`src/rtl/wbc_pkg.sv`:
```
package wbc_pkg;

    typedef enum logic [1:0] {
        XF_SINGLE = 2'd0,
        XF_BLOCK  = 2'd1,
        XF_RMW    = 2'd2
    } xfer_mode_e;

    typedef enum logic [1:0] {
        TC_NONE = 2'd0,
        TC_ACK  = 2'd1,
        TC_ERR  = 2'd2,
        TC_RTY  = 2'd3
    } term_code_e;

    typedef enum logic [1:0] {
        SQ_IDLE,
        SQ_BEAT,
        SQ_GAP
    } seq_state_e;

    function automatic xfer_mode_e decode_mode(input logic [1:0] raw);
        case (raw)
            2'd1:    return XF_BLOCK;
            2'd2:    return XF_RMW;
            default: return XF_SINGLE;
        endcase
    endfunction

endpackage

```
`src/rtl/wbc_beat_buf.sv`:
```
module wbc_beat_buf #(
    parameter int AW    = 16,
    parameter int DW    = 16,
    parameter int DEPTH = 8,
    localparam int IW   = (DEPTH > 1) ? $clog2(DEPTH) : 1
) (
    input  logic          clk,
    input  logic          rst,
    input  logic          wr_en,
    input  logic [IW-1:0] wr_idx,
    input  logic [AW-1:0] wr_adr,
    input  logic [DW-1:0] wr_dat,
    input  logic [IW-1:0] rd_idx,
    output logic [AW-1:0] rd_adr,
    output logic [DW-1:0] rd_dat
);
    logic [AW-1:0] adr_q [DEPTH];
    logic [DW-1:0] dat_q [DEPTH];

    for (genvar e = 0; e < DEPTH; e++) begin : g_entry
        always_ff @(posedge clk) begin
            if (rst) begin
                adr_q[e] <= '0;
                dat_q[e] <= '0;
            end else if (wr_en && (wr_idx == IW'(e))) begin
                adr_q[e] <= wr_adr;
                dat_q[e] <= wr_dat;
            end
        end
    end

    assign rd_adr = adr_q[rd_idx];
    assign rd_dat = dat_q[rd_idx];
endmodule

```
`src/rtl/wbc_term_enc.sv`:
```
module wbc_term_enc
    import wbc_pkg::*;
(
    input  logic       ack,
    input  logic       err,
    input  logic       rty,
    output logic       any,
    output term_code_e code
);
    always_comb begin
        if (ack)      code = TC_ACK;
        else if (err) code = TC_ERR;
        else if (rty) code = TC_RTY;
        else          code = TC_NONE;
    end
    assign any = ack | err | rty;
endmodule

```
`src/rtl/wbc_seq.sv`:
```
module wbc_seq
    import wbc_pkg::*;
#(
    parameter int AW = 16,
    parameter int DW = 16,
    parameter int IW = 3,
    localparam int SW = DW / 8
) (
    input  logic          clk,
    input  logic          rst,
    input  logic          start,
    input  logic [1:0]    mode,
    input  logic [IW-1:0] beats_m1,
    input  logic          we_cmd,
    input  logic [DW-1:0] set_mask,
    input  logic [DW-1:0] clr_mask,
    output logic [IW-1:0] buf_idx,
    input  logic [AW-1:0] buf_adr,
    input  logic [DW-1:0] buf_dat,
    input  logic          term_any,
    input  term_code_e    term_code,
    input  logic [DW-1:0] dat_in,
    output logic          cyc,
    output logic          stb,
    output logic          we,
    output logic [AW-1:0] adr,
    output logic [DW-1:0] dat_out,
    output logic [SW-1:0] sel,
    output logic          busy,
    output logic          done,
    output logic          done_fail,
    output logic          st_valid,
    output logic [IW-1:0] st_idx,
    output term_code_e    st_code,
    output logic [DW-1:0] st_rdata
);
    seq_state_e    state;
    xfer_mode_e    mode_q;
    logic [IW-1:0] idx_q, last_q;
    logic          fail_q;
    logic [DW-1:0] set_q, clr_q;
    xfer_mode_e    mode_in;
    logic          fail_nx;

    assign mode_in = decode_mode(mode);
    assign fail_nx = fail_q | (term_code != TC_ACK);
    assign buf_idx = (state == SQ_IDLE) ? '0 : idx_q + IW'(1);
    assign busy    = (state != SQ_IDLE);

    always_ff @(posedge clk) begin
        if (rst) begin
            state     <= SQ_IDLE;
            mode_q    <= XF_SINGLE;
            idx_q     <= '0;
            last_q    <= '0;
            fail_q    <= 1'b0;
            set_q     <= '0;
            clr_q     <= '0;
            cyc       <= 1'b0;
            stb       <= 1'b0;
            we        <= 1'b0;
            adr       <= '0;
            dat_out   <= '0;
            sel       <= '0;
            done      <= 1'b0;
            done_fail <= 1'b0;
            st_valid  <= 1'b0;
            st_idx    <= '0;
            st_code   <= TC_NONE;
            st_rdata  <= '0;
        end else begin
            done     <= 1'b0;
            st_valid <= 1'b0;
            case (state)
                SQ_IDLE: begin
                    if (start) begin
                        state   <= SQ_BEAT;
                        mode_q  <= mode_in;
                        cyc     <= 1'b1;
                        stb     <= 1'b1;
                        sel     <= '1;
                        we      <= (mode_in == XF_RMW) ? 1'b0 : we_cmd;
                        adr     <= buf_adr;
                        dat_out <= buf_dat;
                        idx_q   <= '0;
                        fail_q  <= 1'b0;
                        set_q   <= set_mask;
                        clr_q   <= clr_mask;
                        case (mode_in)
                            XF_BLOCK: last_q <= beats_m1;
                            XF_RMW:   last_q <= IW'(1);
                            default:  last_q <= '0;
                        endcase
                    end
                end
                SQ_BEAT: begin
                    if (term_any) begin
                        st_valid <= 1'b1;
                        st_idx   <= idx_q;
                        st_code  <= term_code;
                        st_rdata <= dat_in;
                        fail_q   <= fail_nx;
                        if (idx_q != last_q) begin
                            idx_q <= idx_q + IW'(1);
                            if (mode_q == XF_RMW) begin
                                we      <= 1'b1;
                                dat_out <= (dat_in | set_q) & ~clr_q;
                            end else begin
                                adr     <= buf_adr;
                                dat_out <= buf_dat;
                            end
                        end else begin
                            state     <= SQ_GAP;
                            cyc       <= 1'b0;
                            stb       <= 1'b0;
                            we        <= 1'b0;
                            sel       <= '0;
                            adr       <= '0;
                            dat_out   <= '0;
                            done      <= 1'b1;
                            done_fail <= fail_nx;
                        end
                    end
                end
                default: state <= SQ_IDLE;
            endcase
        end
    end
endmodule

```
`src/rtl/wbc_master.sv`:
```
module wbc_master
    import wbc_pkg::*;
#(
    parameter int AW     = 16,
    parameter int DW     = 16,
    parameter int MAXB   = 8,
    localparam int IW    = (MAXB > 1) ? $clog2(MAXB) : 1,
    localparam int SW    = DW / 8
) (
    input  logic          clk,
    input  logic          rst,
    input  logic          tbl_wr,
    input  logic [IW-1:0] tbl_idx,
    input  logic [AW-1:0] tbl_adr,
    input  logic [DW-1:0] tbl_dat,
    input  logic          cmd_start,
    input  logic [1:0]    cmd_mode,
    input  logic [IW-1:0] cmd_beats_m1,
    input  logic          cmd_we,
    input  logic [DW-1:0] cmd_set,
    input  logic [DW-1:0] cmd_clr,
    output logic          busy,
    output logic          done,
    output logic          done_fail,
    output logic          st_valid,
    output logic [IW-1:0] st_idx,
    output logic [1:0]    st_code,
    output logic [DW-1:0] st_rdata,
    output logic          wb_cyc,
    output logic          wb_stb,
    output logic          wb_we,
    output logic [AW-1:0] wb_adr,
    output logic [DW-1:0] wb_dat_o,
    output logic [SW-1:0] wb_sel,
    input  logic          wb_ack,
    input  logic          wb_err,
    input  logic          wb_rty,
    input  logic [DW-1:0] wb_dat_i
);
    logic [IW-1:0] rd_idx;
    logic [AW-1:0] rd_adr;
    logic [DW-1:0] rd_dat;
    logic          t_any;
    term_code_e    t_code;
    term_code_e    st_code_e;

    wbc_beat_buf #(.AW(AW), .DW(DW), .DEPTH(MAXB)) u_buf (
        .clk(clk), .rst(rst),
        .wr_en(tbl_wr), .wr_idx(tbl_idx), .wr_adr(tbl_adr), .wr_dat(tbl_dat),
        .rd_idx(rd_idx), .rd_adr(rd_adr), .rd_dat(rd_dat)
    );

    wbc_term_enc u_term (
        .ack(wb_ack), .err(wb_err), .rty(wb_rty), .any(t_any), .code(t_code)
    );

    wbc_seq #(.AW(AW), .DW(DW), .IW(IW)) u_seq (
        .clk(clk), .rst(rst),
        .start(cmd_start), .mode(cmd_mode), .beats_m1(cmd_beats_m1),
        .we_cmd(cmd_we), .set_mask(cmd_set), .clr_mask(cmd_clr),
        .buf_idx(rd_idx), .buf_adr(rd_adr), .buf_dat(rd_dat),
        .term_any(t_any), .term_code(t_code), .dat_in(wb_dat_i),
        .cyc(wb_cyc), .stb(wb_stb), .we(wb_we), .adr(wb_adr),
        .dat_out(wb_dat_o), .sel(wb_sel),
        .busy(busy), .done(done), .done_fail(done_fail),
        .st_valid(st_valid), .st_idx(st_idx), .st_code(st_code_e),
        .st_rdata(st_rdata)
    );

    assign st_code = st_code_e;
endmodule

```
`config.mk`:
```
export PLATFORM = sky130hd
export DESIGN_NAME = wbc_master
export DESIGN_NICKNAME = d
export VERILOG_FILES = /design/src/rtl/wbc_pkg.sv /design/src/rtl/wbc_beat_buf.sv /design/src/rtl/wbc_term_enc.sv /design/src/rtl/wbc_seq.sv /design/src/rtl/wbc_master.sv
export SDC_FILE = /design/constraint.sdc
export NUM_CORES = 1
export LEC_CHECK = 0
export ABC_AREA = 1
export BUFFER_PORTS_ARGS = -buffer_cell sky130_fd_sc_hd__buf_2
export CAP_MARGIN = 25
export CORE_UTILIZATION = 55
export DETAILED_ROUTE_END_ITERATION = 10
export PLACE_DENSITY = 0.77
export SLEW_MARGIN = 20
export SYNTH_ARGS = -nofsm -noshare
export SYNTH_HDL_FRONTEND = slang
export SYNTH_SLANG_ARGS = --single-unit
```
`constraint.sdc`:
```
create_clock -name clk -period 3.95 [get_ports clk]
set_input_delay 0.5925 -clock clk [delete_from_list [all_inputs] [get_ports clk]]
set_output_delay 0.5925 -clock clk [all_outputs]
set_load 0.05 [all_outputs]
```
Yosys cells after proc, flatten, opt, wreduce, memory -nomap -nowiden
Memories as Yosys holds them, arrays and structs flattened.
Cells that the tools add are included.
{"block": "op_classes", "eq_ne": 21, "reduce_logical": 23, "n_mux": 85, "n_addsub": 1, "bitwise": 25}
{"cell": "two-way mux 16 bit", "count": 24}
{"cell": "case mux 16 bit (2 select lines)", "count": 2}
{"cell": "two-way mux 1 bit", "count": 38}
{"cell": "OR 1 bit", "count": 19}
{"cell": "two-way mux 2 bit", "count": 9}
{"cell": "bitwise AND 16 bit", "count": 1}
{"cell": "NOT 16 bit", "count": 1}
{"cell": "OR 16 bit", "count": 1}
{"cell": "AND reduction 4 bit", "count": 4}
{"cell": "== test 3 bit (second input constant)", "count": 4}
{"cell": "two-way mux 3 bit", "count": 4}
{"cell": "case mux 2 bit (2 select lines)", "count": 3}
{"cell": "case mux 3 bit (2 select lines)", "count": 2}
{"cell": "AND reduction 3 bit", "count": 3}
{"cell": "logical AND 1 bit", "count": 8}
{"cell": "== test 2 x 1 -> 1 bit (second input constant)", "count": 3}
{"cell": "== test 2 bit (second input constant)", "count": 3}
{"cell": "== test 3 x 2 -> 1 bit (second input constant)", "count": 2}
{"cell": "inequality test 2 bit (second input constant)", "count": 3}
{"cell": "inequality test 3 bit (second input constant)", "count": 2}
{"cell": "case mux 1 bit (2 select lines)", "count": 3}
{"cell": "inequality test 2 x 1 -> 1 bit (second input constant)", "count": 2}
{"cell": "AND reduction 2 bit", "count": 2}
{"cell": "nonzero test 2 bit", "count": 2}
{"cell": "8 further kinds", "count": 10}
{"block": "totals", "memories": 2, "inputBits": 96, "mem_bits_rw": 256, "elab_cells": 175, "out_inout_bits": 62, "register_bits": 103}
{"memory": "u_buf.adr_q", "words": 8, "word_bits": 16, "read_ports": 1, "rd_ports_with_merged_regs": 0, "wr": 8, "line_no": "wbc_beat_buf.sv:17", "text": "logic [AW-1:0] adr_q [DEPTH];"}
{"memory": "u_buf.dat_q", "words": 8, "word_bits": 16, "read_ports": 1, "rd_ports_with_merged_regs": 0, "wr": 8, "line_no": "wbc_beat_buf.sv:18", "text": "logic [DW-1:0] dat_q [DEPTH];"}

Longest topological paths before layout
{"block": "logic_depth", "ltp_word": 7, "mapped_depth": 11}

Cells and area by module
From an unflattened synthesis, not the netlist that was laid out.
{"block": "hier_totals", "hier_cells": 2072, "area_unflattened_um2": 17237.8}
{"module": "wbc_beat_buf", "instances": 1, "area_per_inst_um2": 12722.2, "cells_each": 1455}
{"module": "wbc_seq", "instances": 1, "area_per_inst_um2": 4486.8, "cells_each": 610}
{"module": "wbc_term_enc", "instances": 1, "area_per_inst_um2": 28.8, "cells_each": 7}

Worst setup path before layout
OpenSTA, ideal clock, no wires.
{"block": "synth_path", "path_type": "input port to flip-flop", "from": "input port tbl_idx[0]", "to": "memory u_buf.adr_q[7][0], enable pin", "path_buffers": 0, "stages": 2, "required_time_ps": 3484, "path_slack_ps": 539, "arrival_time_ps": 2945, "cell_sequence": "nand2_1 o21ai_0"}
{"element": "start: declaration", "line_no": "wbc_master.sv:13", "text": "input logic [IW-1:0] tbl_idx,"}
{"element": "end: declaration", "line_no": "wbc_beat_buf.sv:17"}

Worst setup path in the final report
{"block": "layout_path", "from": "register u_seq.idx_q[0]", "to": "register u_seq.dat_out[3]"}
{"block": "layout_between", "elab_chain_cells": 7}
{"element": "start: declaration", "line_no": "wbc_seq.sv:39", "text": "logic [IW-1:0] idx_q, last_q;"}
{"element": "start signal: assignment", "line_no": "wbc_seq.sv:104", "text": "idx_q <= idx_q + IW'(1);"}
{"element": "adder 3 x 1 -> 3 bit", "line_no": "wbc_seq.sv:47", "text": "assign buf_idx = (state == SQ_IDLE) ? '0 : idx_q + IW'(1);"}
{"element": "two-way mux 3 bit", "line_no": "wbc_seq.sv:47"}
{"element": "memory (8 x 16 bit)"}
{"element": "two-way mux 16 bit", "line_no": "wbc_seq.sv:105", "text": "if (mode_q == XF_RMW) begin"}
{"element": "two-way mux 16 bit", "line_no": "wbc_seq.sv:103", "text": "if (idx_q != last_q) begin"}
{"element": "two-way mux 16 bit", "line_no": "wbc_seq.sv:97", "text": "if (term_any) begin"}
{"element": "case mux 16 bit (2 select lines) (*)", "line_no": "wbc_seq.sv:74", "text": "case (state)"}
{"element": "end signal: assignment", "line_no": "wbc_seq.sv:84", "text": "dat_out <= buf_dat;"}
{"element": "end signal: assignment", "line_no": "wbc_seq.sv:107", "text": "dat_out <= (dat_in | set_q) & ~clr_q;"}
{"element": "end signal: assignment", "line_no": "wbc_seq.sv:110", "text": "dat_out <= buf_dat;"}
{"element": "end: declaration", "line_no": "wbc_seq.sv:27", "text": "output logic [DW-1:0] dat_out,"}
Every way passes the cells marked *; elsewhere a longest branch is shown, timed or not. The select of a mux whose other input is x is not followed.
A chain may end at the register's enable or synchronous reset.

==> impl_metrics.json <==
{
  "postCtsSetupBuffers": 0,
  "synth.distinct_cells": 32,
  "cts_tree": "built",
  "wirelength_mm": 41.2,
  "tns_ps": 0,
  "worstReg2RegEnd": "u_seq.dat_out[3]",
  "vdd_ir_drop_max_mv": 0.320,
  "multi_input_area_um2": 5020,
  "dr.pass1.iters": 6,
  "final_area_um2": 17800,
  "syn_inst": 1701,
  "ant_nets": 0,
  "hold_buffers": 0,
  "grt_pass1_wl_mm": 62.9,
  "synth_area_per_cell_um2": 9.15,
  "vias_per_cell": 5.62,
  "grt_max_degree": 106,
  "syn_area_um2": 15600,
  "grt_pass1_vias": 11600,
  "clockBufferDepth": 3,
  "max_cap_viol_count": 0,
  "slew_headroom_pct": 31.5,
  "numPlacedInstances": 2171,
  "hold_viol": 0,
  "synth_fp_nets": 1801,
  "die_w_um": 170,
  "cts_root_buffer": "clkbuf_16",
  "cts-htree-levels": 2,
  "hold_class": "in2reg",
  "power.switching_mw": 2.49,
  "min_period_ps": 2720,
  "leakage_nw": 7.59,
  "seq_area_um2": 9710,
  "power.density_nw_per_um2": 506,
  "overflow": 0,
  "ios": 158,
  "pwr-share-seq_pct": 48.8,
  "clock_power_share_pct": 36.3,
  "crit_fanout": 17,
  "start_kind": "register",
  "pwr-share-comb_pct": 14.9,
  "place_congestion": 0.816,
  "grt_util_all_layers_pct": 28.4,
  "yosys_register_bits": 357,
  "fillers": 2251,
  "syn_to_final_growth_pct": 14.7,
  "skew_ps": 8.57,
  "dp_hpwl_mm": 25.7,
  "port_buffers": 157,
  "die_h_um": 170,
  "final-instance-count-excl-fill": 2234,
  "worst-r2r-cell-count": 10,
  "antenna_found_initial": 0,
  "r2r_slack_ps": 1230,
  "finalSetupViolCount": 0,
  "wl_per_cell_um": 18.4,
  "ys_warn_count": 0,
  "clock-sinks": 357,
  "nNetsFinal": 1933,
  "die_area_um2": 29000,
  "insertion_delay_ps": 520,
  "rows": 61,
  "cp.required_ps": 4390,
  "finalCritPeriodShare_pct": 68.9,
  "total_power_mw": 9.04,
  "worstHoldPathCells": 3,
  "antenna_cells": 0,
  "ys_seq_area_share_pct": 62.4,
  "status": "finished clean",
  "cts_resized": 0,
  "r2r_start": "u_seq.idx_q[0]",
  "hp-start": "cmd_set[9]",
  "rsz0062_at_grt": "no",
  "cts.clk_slew.worst_paths_ps": 60,
  "arrival_ps": 3160,
  "drive_gt1_share_pct": 16.4,
  "tightest_slew_ps": 1030,
  "slew_violations": 0,
  "cts-buffers-inserted": 37,
  "fp.coreArea_um2": 27800,
  "criticalPathCategory": "reg2reg",
  "max_freq_ghz": 0.367,
  "drtIter0Drc": 1654,
  "num_vias": 12600,
  "placed_area_um2": 16700,
  "hold_end": "u_seq.set_q[9]",
  "internal_power_mw": 6.55,
  "crit_path_end_kind": "register",
  "drc_errors": 0,
  "initial_utilization_pct": 56.0,
  "p_sw_share_pct": 27.5
}
==> synth_stat cells, drive strengths merged <==
cell type,number,share of area [%]
a211oi,5,0.24
a21oi,53,1.7
a31oi,1,0.040
buf,47,1.9
clkbuf,58,1.4
dfxtp,101,13
edfxtp,256,49
ha,4,0.32
inv,90,2.2
nand2,346,8.5
nand3,196,6.4
nand3b,1,0.048
nand4,1,0.040
nor2,404,10
nor3,2,0.064
o211a,1,0.064
o21ai,96,3.2
o21bai,2,0.096
or2,36,1.4
xnor2,1,0.056
==> cell type report <==
| class | instances | share of cell area (%) |
|---|---|---|
| clock inverter | 6 | 0.217 |
| tap | 378 | 2.65 |
| timing repair buffer | 198 | 6.59 |
| multi-input combinational | 1149 | 28.2 |
| sequential | 357 | 54.4 |
| clock buffer | 56 | 6.11 |
| inverter | 90 | 1.89 |
==> registers in the layout (all words and copies together) (netlist names), 3 cells and up <==
name and cells:
u_seq.dat_out 16, u_seq.st_rdata 16, u_seq.adr 16, u_buf.adr_q 128, u_seq.last_q 3, u_seq.set_q 16, u_seq.st_idx 3, u_buf.dat_q 128
u_seq.idx_q 3, u_seq.clr_q 16
==> kinds of logic (layout without fill, tap and decap cells) <==
logic type                 after synthesis  count (layout)  synth area share (%)
adders and majority gates                4               4                 0.322
AOI/OAI and AO/OA                      158             158                  5.31
and+or+nand+nor                        986             986                  26.5
DFF                                    357             357                  62.4
buffers and inverters                  195             350                  5.45
xor gates and xnor gates                 1               1                0.0563
==> power groups by stage <==
stage,clock network (mW),registers [mW],logic [mW]
floorplan,0,4.70,0.713
global placement,0,4.47,1.31
detailed placement,0,4.48,1.33
CTS,3.30,4.41,1.34
global route,3.44,4.43,1.47
finish,3.28,4.41,1.35
==> critical path, cell delays in order, from the launching register on <==
cell     delay (ps)
dfxtp_1         450
ha_1            210
inv_1            40
nand2_1         110
nand2_1          80
nor2_2          780
buf_4           410
nand3_1         210
nand2_1         130
nand2_1          70
a21oi_1         140
==> cells in the final DEF (no fill, tap or decap), types with 35 or more instances in the layout <==
cell       instances
nor2_1           398
nand2_1          340
edfxtp_1         256
nand3_1          194
buf_2            157
dfxtp_1          101
o21ai_0           94
inv_1             84
a21oi_1           53
clkbuf_16         39
or2_2             36
buf_4             35
==> through the flow <==
stage	worst slack (ps)	hold WS (ps)	util, %
2_1_floorplan	539	422	-
3_3_place_gp	1320	435	60.0
3_5_place_dp	1260	440	60.1
4_1_cts	1250	321	64.2
5_1_grt	1120	343	64.2
6_report	1230	330	64.2
==> layer usage <==
metal / routed length [um] / track usage [%] / vias to the layer above
met5: 0 / 0 / -
li1: - / - / 5856
met2: 18800 / 44.3 / 721
met4: 826 / 8.19 / 0
met1: 16600 / 40.6 / 5915
met3: 4970 / 5.30 / 64
==> worst max path at each step <==
stage                          to  slack, ps  cells after the start      startpoint
2_1_floorplan   u_buf.adr_q[7][0]        540                      2      tbl_idx[0]
3_3_place_gp         u_seq.adr[2]       1320                      7          wb_rty
3_5_place_dp   u_buf.adr_q[3][11]       1260                      4             rst
4_1_cts         u_seq.dat_out[14]       1250                     10  u_seq.idx_q[0]
5_1_grt          u_seq.dat_out[1]       1120                     10  u_seq.idx_q[0]
6_report         u_seq.dat_out[3]       1230                     10  u_seq.idx_q[0]
Power figures use the tool's default switching activity.
